--- config.mk ---
export PLATFORM = sky130hd
export DESIGN_NAME = sfifo_collision_mute
export DESIGN_NICKNAME = d
export VERILOG_FILES = /design/src/rtl/sfifo_pkg.sv /design/src/rtl/sfifo_mode_sync.sv /design/src/rtl/sfifo_ptr_ctrl.sv /design/src/rtl/sfifo_storage.sv /design/src/rtl/sfifo_mute_fsm.sv /design/src/rtl/sfifo_collision_mute.sv
export SDC_FILE = /design/constraint.sdc
export NUM_CORES = 2
export LEC_CHECK = 0
export BUFFER_PORTS_ARGS = -buffer_cell sky130_fd_sc_hd__buf_4
export CAP_MARGIN = 20
export CORE_MARGIN = 3
export CORE_UTILIZATION = 39
export DETAILED_ROUTE_END_ITERATION = 6
export GPL_ROUTABILITY_DRIVEN = 1
export HOLD_SLACK_MARGIN = 0.06
export PLACE_DENSITY = 0.61
export SLEW_MARGIN = 20
export SYNTH_ARGS = -nofsm -noshare
export SYNTH_HDL_FRONTEND = slang
export SYNTH_HIERARCHICAL = 1
export SYNTH_SLANG_ARGS = --single-unit
--- constraint.sdc ---
create_clock -name clk -period 12.53 [get_ports clk]
set_input_delay 1.8795 -clock clk [delete_from_list [all_inputs] [get_ports clk]]
set_output_delay 1.8795 -clock clk [all_outputs]
set_load 0.005 [all_outputs]
--- src/rtl/sfifo_pkg.sv ---
package sfifo_pkg;

    localparam int CHANNELS = 2;

    typedef enum logic [0:0] {
        MUTE_CLEAR = 1'b0,
        MUTE_HELD  = 1'b1
    } mute_state_e;

endpackage

--- src/rtl/sfifo_mode_sync.sv ---
module sfifo_mode_sync #(
    parameter int STAGES = 2
) (
    input  logic clk,
    input  logic rst_n,
    input  logic async_in,
    output logic level_o,
    output logic change_o
);

    logic [STAGES-1:0] chain_q;
    logic              prev_q;

    generate
        if (STAGES == 1) begin : g_single
            always_ff @(posedge clk) begin
                if (!rst_n) begin
                    chain_q <= '0;
                end else begin
                    chain_q <= async_in;
                end
            end
        end else begin : g_chain
            always_ff @(posedge clk) begin
                if (!rst_n) begin
                    chain_q <= '0;
                end else begin
                    chain_q <= {chain_q[STAGES-2:0], async_in};
                end
            end
        end
    endgenerate

    always_ff @(posedge clk) begin
        if (!rst_n) begin
            prev_q <= 1'b0;
        end else begin
            prev_q <= chain_q[STAGES-1];
        end
    end

    assign level_o  = chain_q[STAGES-1];
    assign change_o = chain_q[STAGES-1] ^ prev_q;

endmodule

--- src/rtl/sfifo_ptr_ctrl.sv ---
module sfifo_ptr_ctrl #(
    parameter int ADDR_W = 5,
    localparam int DEPTH = 1 << ADDR_W,
    localparam int OCC_W = ADDR_W + 1
) (
    input  logic              clk,
    input  logic              rst_n,
    input  logic              wr_stb,
    input  logic              rd_stb,
    input  logic              mode_chg,
    input  logic [OCC_W-1:0]  sep,
    output logic [ADDR_W-1:0] wr_ptr_o,
    output logic [ADDR_W-1:0] rd_ptr_o,
    output logic              rd_take_o,
    output logic              rd_zero_o,
    output logic              collision_o,
    output logic [OCC_W-1:0]  occ_o
);

    localparam logic [OCC_W-1:0]  OCC_FULL   = OCC_W'(DEPTH);
    localparam logic [OCC_W-1:0]  OCC_RESET  = OCC_W'(DEPTH / 4);
    localparam logic [ADDR_W-1:0] RD_RESET   = ADDR_W'(DEPTH - DEPTH / 4);

    logic [ADDR_W-1:0] wr_ptr_q, rd_ptr_q;
    logic [OCC_W-1:0]  occ_q;
    logic              underflow, overflow, recentre;
    logic [ADDR_W-1:0] wr_next;
    logic [OCC_W-1:0]  occ_step;

    always_comb begin
        underflow = rd_stb && (occ_q == '0);
        overflow  = wr_stb && !rd_stb && (occ_q == OCC_FULL);
        recentre  = underflow || overflow || mode_chg;
        wr_next   = wr_stb ? wr_ptr_q + 1'b1 : wr_ptr_q;
        occ_step  = occ_q;
        if (wr_stb) begin
            occ_step = occ_step + 1'b1;
        end
        if (rd_stb && (occ_q != '0)) begin
            occ_step = occ_step - 1'b1;
        end
    end

    always_ff @(posedge clk) begin
        if (!rst_n) begin
            wr_ptr_q <= '0;
            rd_ptr_q <= RD_RESET;
            occ_q    <= OCC_RESET;
        end else begin
            wr_ptr_q <= wr_next;
            if (recentre) begin
                rd_ptr_q <= wr_next - sep[ADDR_W-1:0];
                occ_q    <= sep;
            end else begin
                if (rd_stb && (occ_q != '0)) begin
                    rd_ptr_q <= rd_ptr_q + 1'b1;
                end
                occ_q <= occ_step;
            end
        end
    end

    assign wr_ptr_o    = wr_ptr_q;
    assign rd_ptr_o    = rd_ptr_q;
    assign rd_take_o   = rd_stb && (occ_q != '0);
    assign rd_zero_o   = underflow;
    assign collision_o = underflow || overflow;
    assign occ_o       = occ_q;

endmodule

--- src/rtl/sfifo_storage.sv ---
module sfifo_storage
    import sfifo_pkg::*;
#(
    parameter int DATA_W = 24,
    parameter int ADDR_W = 5,
    localparam int DEPTH = 1 << ADDR_W
) (
    input  logic                           clk,
    input  logic                           rst_n,
    input  logic                           wr_en,
    input  logic [ADDR_W-1:0]              wr_addr,
    input  logic [CHANNELS-1:0][DATA_W-1:0] wr_data,
    input  logic                           rd_take,
    input  logic                           rd_zero,
    input  logic [ADDR_W-1:0]              rd_addr,
    output logic [CHANNELS-1:0][DATA_W-1:0] rd_data
);

    for (genvar ch = 0; ch < CHANNELS; ch++) begin : g_chan
        logic [DATA_W-1:0] cell_q [DEPTH];
        logic [DATA_W-1:0] out_q;

        always_ff @(posedge clk) begin
            if (!rst_n) begin
                for (int i = 0; i < DEPTH; i++) begin
                    cell_q[i] <= '0;
                end
            end else if (wr_en) begin
                cell_q[wr_addr] <= wr_data[ch];
            end
        end

        always_ff @(posedge clk) begin
            if (!rst_n) begin
                out_q <= '0;
            end else if (rd_take) begin
                out_q <= cell_q[rd_addr];
            end else if (rd_zero) begin
                out_q <= '0;
            end
        end

        assign rd_data[ch] = out_q;
    end

endmodule

--- src/rtl/sfifo_mute_fsm.sv ---
module sfifo_mute_fsm
    import sfifo_pkg::*;
#(
    parameter int MUTE_PERIODS = 128,
    localparam int CNT_W = $clog2(MUTE_PERIODS + 1)
) (
    input  logic clk,
    input  logic rst_n,
    input  logic collision,
    input  logic rd_stb,
    output logic mute_o
);

    localparam logic [CNT_W-1:0] CNT_LOAD = CNT_W'(MUTE_PERIODS);
    localparam logic [CNT_W-1:0] CNT_LAST = CNT_W'(1);

    mute_state_e      state_q, state_n;
    logic [CNT_W-1:0] left_q, left_n;

    always_comb begin
        state_n = state_q;
        left_n  = left_q;
        unique case (state_q)
            MUTE_CLEAR: begin
                if (collision) begin
                    state_n = MUTE_HELD;
                    left_n  = CNT_LOAD;
                end
            end
            MUTE_HELD: begin
                if (collision) begin
                    left_n = CNT_LOAD;
                end else if (rd_stb) begin
                    if (left_q == CNT_LAST) begin
                        state_n = MUTE_CLEAR;
                        left_n  = '0;
                    end else begin
                        left_n = left_q - 1'b1;
                    end
                end
            end
            default: begin
                state_n = MUTE_CLEAR;
                left_n  = '0;
            end
        endcase
    end

    always_ff @(posedge clk) begin
        if (!rst_n) begin
            state_q <= MUTE_CLEAR;
            left_q  <= '0;
        end else begin
            state_q <= state_n;
            left_q  <= left_n;
        end
    end

    always_comb begin
        unique case (state_q)
            MUTE_HELD:  mute_o = 1'b1;
            default:    mute_o = 1'b0;
        endcase
    end

endmodule

--- src/rtl/sfifo_collision_mute.sv ---
module sfifo_collision_mute
    import sfifo_pkg::*;
#(
    parameter int DATA_W       = 24,
    parameter int ADDR_W       = 5,
    parameter int MUTE_PERIODS = 128,
    parameter int SYNC_STAGES  = 2
) (
    input  logic              clk,
    input  logic              rst_n,
    input  logic              depth_long_i,
    input  logic              wr_stb_i,
    input  logic [DATA_W-1:0] wr_left_i,
    input  logic [DATA_W-1:0] wr_right_i,
    input  logic              rd_stb_i,
    output logic [DATA_W-1:0] rd_left_o,
    output logic [DATA_W-1:0] rd_right_o,
    output logic              mute_o
);

    localparam int DEPTH     = 1 << ADDR_W;
    localparam int OCC_W     = ADDR_W + 1;
    localparam int SEP_SHORT = DEPTH / 4;
    localparam int SEP_LONG  = DEPTH / 2;

    logic                            mode_long, mode_chg;
    logic [OCC_W-1:0]                sep;
    logic [ADDR_W-1:0]               wr_ptr, rd_ptr;
    logic                            rd_take, rd_zero, collision;
    logic [OCC_W-1:0]                occ;
    logic [CHANNELS-1:0][DATA_W-1:0] wr_pair, rd_pair;

    sfifo_mode_sync #(
        .STAGES   (SYNC_STAGES)
    ) u_mode (
        .clk      (clk),
        .rst_n    (rst_n),
        .async_in (depth_long_i),
        .level_o  (mode_long),
        .change_o (mode_chg)
    );

    assign sep = mode_long ? OCC_W'(SEP_LONG) : OCC_W'(SEP_SHORT);

    sfifo_ptr_ctrl #(
        .ADDR_W      (ADDR_W)
    ) u_ptr (
        .clk         (clk),
        .rst_n       (rst_n),
        .wr_stb      (wr_stb_i),
        .rd_stb      (rd_stb_i),
        .mode_chg    (mode_chg),
        .sep         (sep),
        .wr_ptr_o    (wr_ptr),
        .rd_ptr_o    (rd_ptr),
        .rd_take_o   (rd_take),
        .rd_zero_o   (rd_zero),
        .collision_o (collision),
        .occ_o       (occ)
    );

    assign wr_pair[0] = wr_left_i;
    assign wr_pair[1] = wr_right_i;

    sfifo_storage #(
        .DATA_W  (DATA_W),
        .ADDR_W  (ADDR_W)
    ) u_store (
        .clk     (clk),
        .rst_n   (rst_n),
        .wr_en   (wr_stb_i),
        .wr_addr (wr_ptr),
        .wr_data (wr_pair),
        .rd_take (rd_take),
        .rd_zero (rd_zero),
        .rd_addr (rd_ptr),
        .rd_data (rd_pair)
    );

    assign rd_left_o  = rd_pair[0];
    assign rd_right_o = rd_pair[1];

    sfifo_mute_fsm #(
        .MUTE_PERIODS (MUTE_PERIODS)
    ) u_mute (
        .clk          (clk),
        .rst_n        (rst_n),
        .collision    (collision),
        .rd_stb       (rd_stb_i),
        .mute_o       (mute_o)
    );

endmodule

==> metrics.md <==
| Metric | Value |
|---|---|
| Final nets | `slightly above 5000` |
| Critical path buffers and inverters | `3` |
| Final hold vios | `0` |
| Crit end category | `register` |
| Number of global-route vias before repair | `between 40000 and 50000` |
| Post-Synthesis Cells | `a little over 5000` |
| DR WL/cell | `29.1 um` |
| Via count | `between 40000 and 50000` |
| Clock buffer depth | `3` |
| Clk_skew | `about 0.034 ns` |
| Worst Max-Slew Pin Slew | `~1.1 ns` |
| Slew Limit Headroom | `26.4%` |
| Setup Buffers After CTS | `0` |
| DP HPWL | `132000 um` |
| Critical path, cell by cell | `buf_4 > buf_4 > buf_4 > mux4_2 > mux2i_1 > o2111a_1 > a2111oi_2` |
| Largest net degree at the start of global routing | `about 100` |
| PortBufs | `between 100 and 150` |
| CP top delay family | `buffers and inverters` |
| Initial antenna violation count | `20` |
| CTS hold repair buffers | `0` |
| Post-synth top area share | `about 62%` |
| Outcome | `finished, final reports clean` |
| Crit path max fanout | `55` |
| Share of layout cells above drive strength 1 | `17.0%` |
| Area growth, synth to finish | `11.8%` |
| Pre-antenna DRT Iters | `5` |
| CP arrival | `5.24 ns` |
| Die Height | `443 um` |
| Detail Route Antenna Nets | `0` |
| Core area | `189000 um^2` |
| Max Freq | `roughly 0.22 GHz` |
| Max_cap viols | `0` |
| Cts repair resizes | `0` |
| Leading area contributor after synthesis | `edfxtp_1` |
| Cell Pwr Density | `about 160 nW/um^2` |
| Period minus WS final | `about 4.6 ns` |
| Top_reg_cell synth | `edfxtp_1` |
| Crit-path slowest cell | `buf_4` |
| Sum Neg Setup Slack | `0 ns` |
| EDFF count, synth | `around 1500` |
| Synth cell types | `66` |
| Placer Congestion | `around 0.85` |
| Sequential fraction of the synthesis area | `approximately 64%` |
| Final Core Density | `44.1%` |
| H-tree Lvls | `4` |
| DRT iter0 DRCs | `between 4000 and 5000` |
| Async SR Flop Fraction | `0%` |
| Via-to-Cell Ratio | `5.68` |
| DRC | `0` |
| GR Util All Layers | `~22%` |
| Synth warn | `6` |
| Die W | `roughly 440 um` |
| Post-Syn Area per Cell | `about 15 um^2` |
| Row count | `159` |
| Max-slew violations | `0` |
| Clock-pin slew on the worst setup and hold paths | `roughly 0.06 ns` |
| Leak Pwr | `about 0.029 uW` |
| Num CTS Buffers | `about 170` |
| # setup viols final | `0` |
| Gr ovfl total | `0` |
| Post-route cell area | `slightly above 80000 um^2` |
| CTS tree | `done` |
| IO Pins | `102` |
| # clock sinks | `1612` |
| Drt total wl | `between 200000 and 250000 um` |
| Mapped cell area | `between 70000 and 80000 um^2` |
| Startpoint types | `register` |
| Clk_lat worst skew | `0.82 ns` |
| First-pass GRT wire length | `~320000 um` |
| Critical Path Max Stage Delay | `~0.88 ns` |
| Period utilisation layout | `between 30% and 40%` |
| Starting Density | `about two fifths` |
| Die footprint | `approximately 200000 um^2` |
| Kind of critical path | `register to register` |
| Yosys reg bits | `around 1600` |
| Post-synth top cells | `and2_1, edfxtp_1, clkbuf_1, mux2i_1, mux4_2` |
| Area contributors post-synth | `edfxtp_1, and2_1, mux4_2, mux2i_1, clkbuf_1` |
| Top cell by count, worst path | `buf_4` |
| Worst path required time | `around 13 ns` |
| Count leader, synth | `and2_1` |
| Max rail drop VDD | `about 0.12 mV` |
| Min-delay worst type | `register to register` |
| Root buffer cell | `clkbuf_16` |
| RSZ-0062 raised after global routing | `false` |
| Cell Area, Placed | `between 70000 and 80000 um^2` |
-- power by group --
part | internal (uW) | switching (uW) | leakage [uW]
clock network | 2800 | 2110 | 0.00262
registers | 6120 | 194 | 0.0165
logic | 815 | 1390 | 0.0100
-- per-stage QoR --
stage | hold slack, ns | setup WS, ns | instances | power (uW)
6_report | 0.451 | 7.95 | 7605 | 13400
5_1_grt | 0.478 | 7.83 | 7594 | 13800
4_1_cts | 0.451 | 7.98 | 7591 | 13500
3_5_place_dp | 0.422 | 7.24 | 7286 | 8610
3_3_place_gp | 0.427 | 7.34 | 7278 | 8600
2_1_floorplan | 0.406 | 6.04 | 5088 | 7740
-- kinds of logic (layout without fill, tap and decap cells) --
logic type                 Yosys count  count (layout)  share of synthesized area (%)
AOI/OAI and AO/OA                  501             501                           5.25
xor gates and xnor gates            21              21                          0.247
adders and majority gates           12              12                          0.212
buffers and inverters              534             543                           3.01
DFF                               1612            1612                           64.1
muxes                              628             628                           12.6
other                                1              21                        0.00504
and+or+nand+nor                   1772            1772                           14.7
-- cells in the final DEF (no fill, tap or decap), types with 10 or more instances in the layout --
cell type / instances
o21ai_0: 63
mux2i_1: 350
dfxtp_1: 71
mux4_2: 240
mux2_2: 38
a21o_1: 26
nor2_4: 36
o21ai_4: 33
a221oi_1: 48
o2111a_1: 10
xor2_1: 10
clkinv_2: 30
and2_1: 1578
a21oi_1: 64
nor2_1: 26
a2111oi_2: 48
nand2_1: 24
inv_1: 27
xnor2_1: 11
o22ai_1: 38
clkinv_1: 27
diode_2: 13
o22a_1: 10
a2111oi_1: 38
clkbuf_16: 177
buf_4: 199
nand3_1: 19
nor2b_1: 37
a22oi_1: 96
edfxtp_1: 1536
ha_1: 11
clkbuf_1: 41
-- state kept, by name, summed over array words and instances (netlist names) --
signal	flops
u_store/g_chan.cell_q	1536
u_store/g_chan.out_q	48
u_mute/left_q	8
u_ptr/occ_o	6
u_ptr/rd_ptr_o	5
u_ptr/wr_ptr_o	5
u_mode/chain_q	2
u_mode/prev_q	1
u_mute/state_q	1
-- metal layers --
layer / vias up / global-route usage (%) / part of all wire [%] / routed length [um]
met5: - / 0 / 0 / 0
met4: 0 / 6.74 / 2.7 / 6090
met3: 312 / 4.18 / 8.1 / 17900
met2: 1845 / 34.9 / 46 / 103000
met1: 22586 / 31.8 / 43 / 95000
li1: 18456 / - / - / -
-- final cells by class --
type	count	area, um^2
timing repair buffer	210	1740
inverter	28	105
fill	16543	105000
sequential	1612	47700
antenna	13	32.5
multi-input combinational	2942	25200
tap	2495	3120
clock inverter	78	624
clock buffer	227	4710
-- path summary, 6_finish.rpt --
kind / startpoint / slack [ns] / end / cells past startpoint
worst max-delay path: u_ptr/rd_ptr_o[1]$_SDFFE_PN0P_ / 7.95 / u_store/g_chan[1].out_q[15]$_SDFFE_PN0P_ / 7
worst min-delay path: u_mode/chain_q[0]$_SDFF_PN0_ / 0.45 / u_mode/chain_q[1]$_SDFF_PN0_ / 1
worst max register to register: u_ptr/rd_ptr_o[1]$_SDFFE_PN0P_ / 7.95 / u_store/g_chan[1].out_q[15]$_SDFFE_PN0P_ / 7
worst min register to register: u_mode/chain_q[0]$_SDFF_PN0_ / 0.45 / u_mode/chain_q[1]$_SDFF_PN0_ / 1
(Power assumes the default switching activity.)
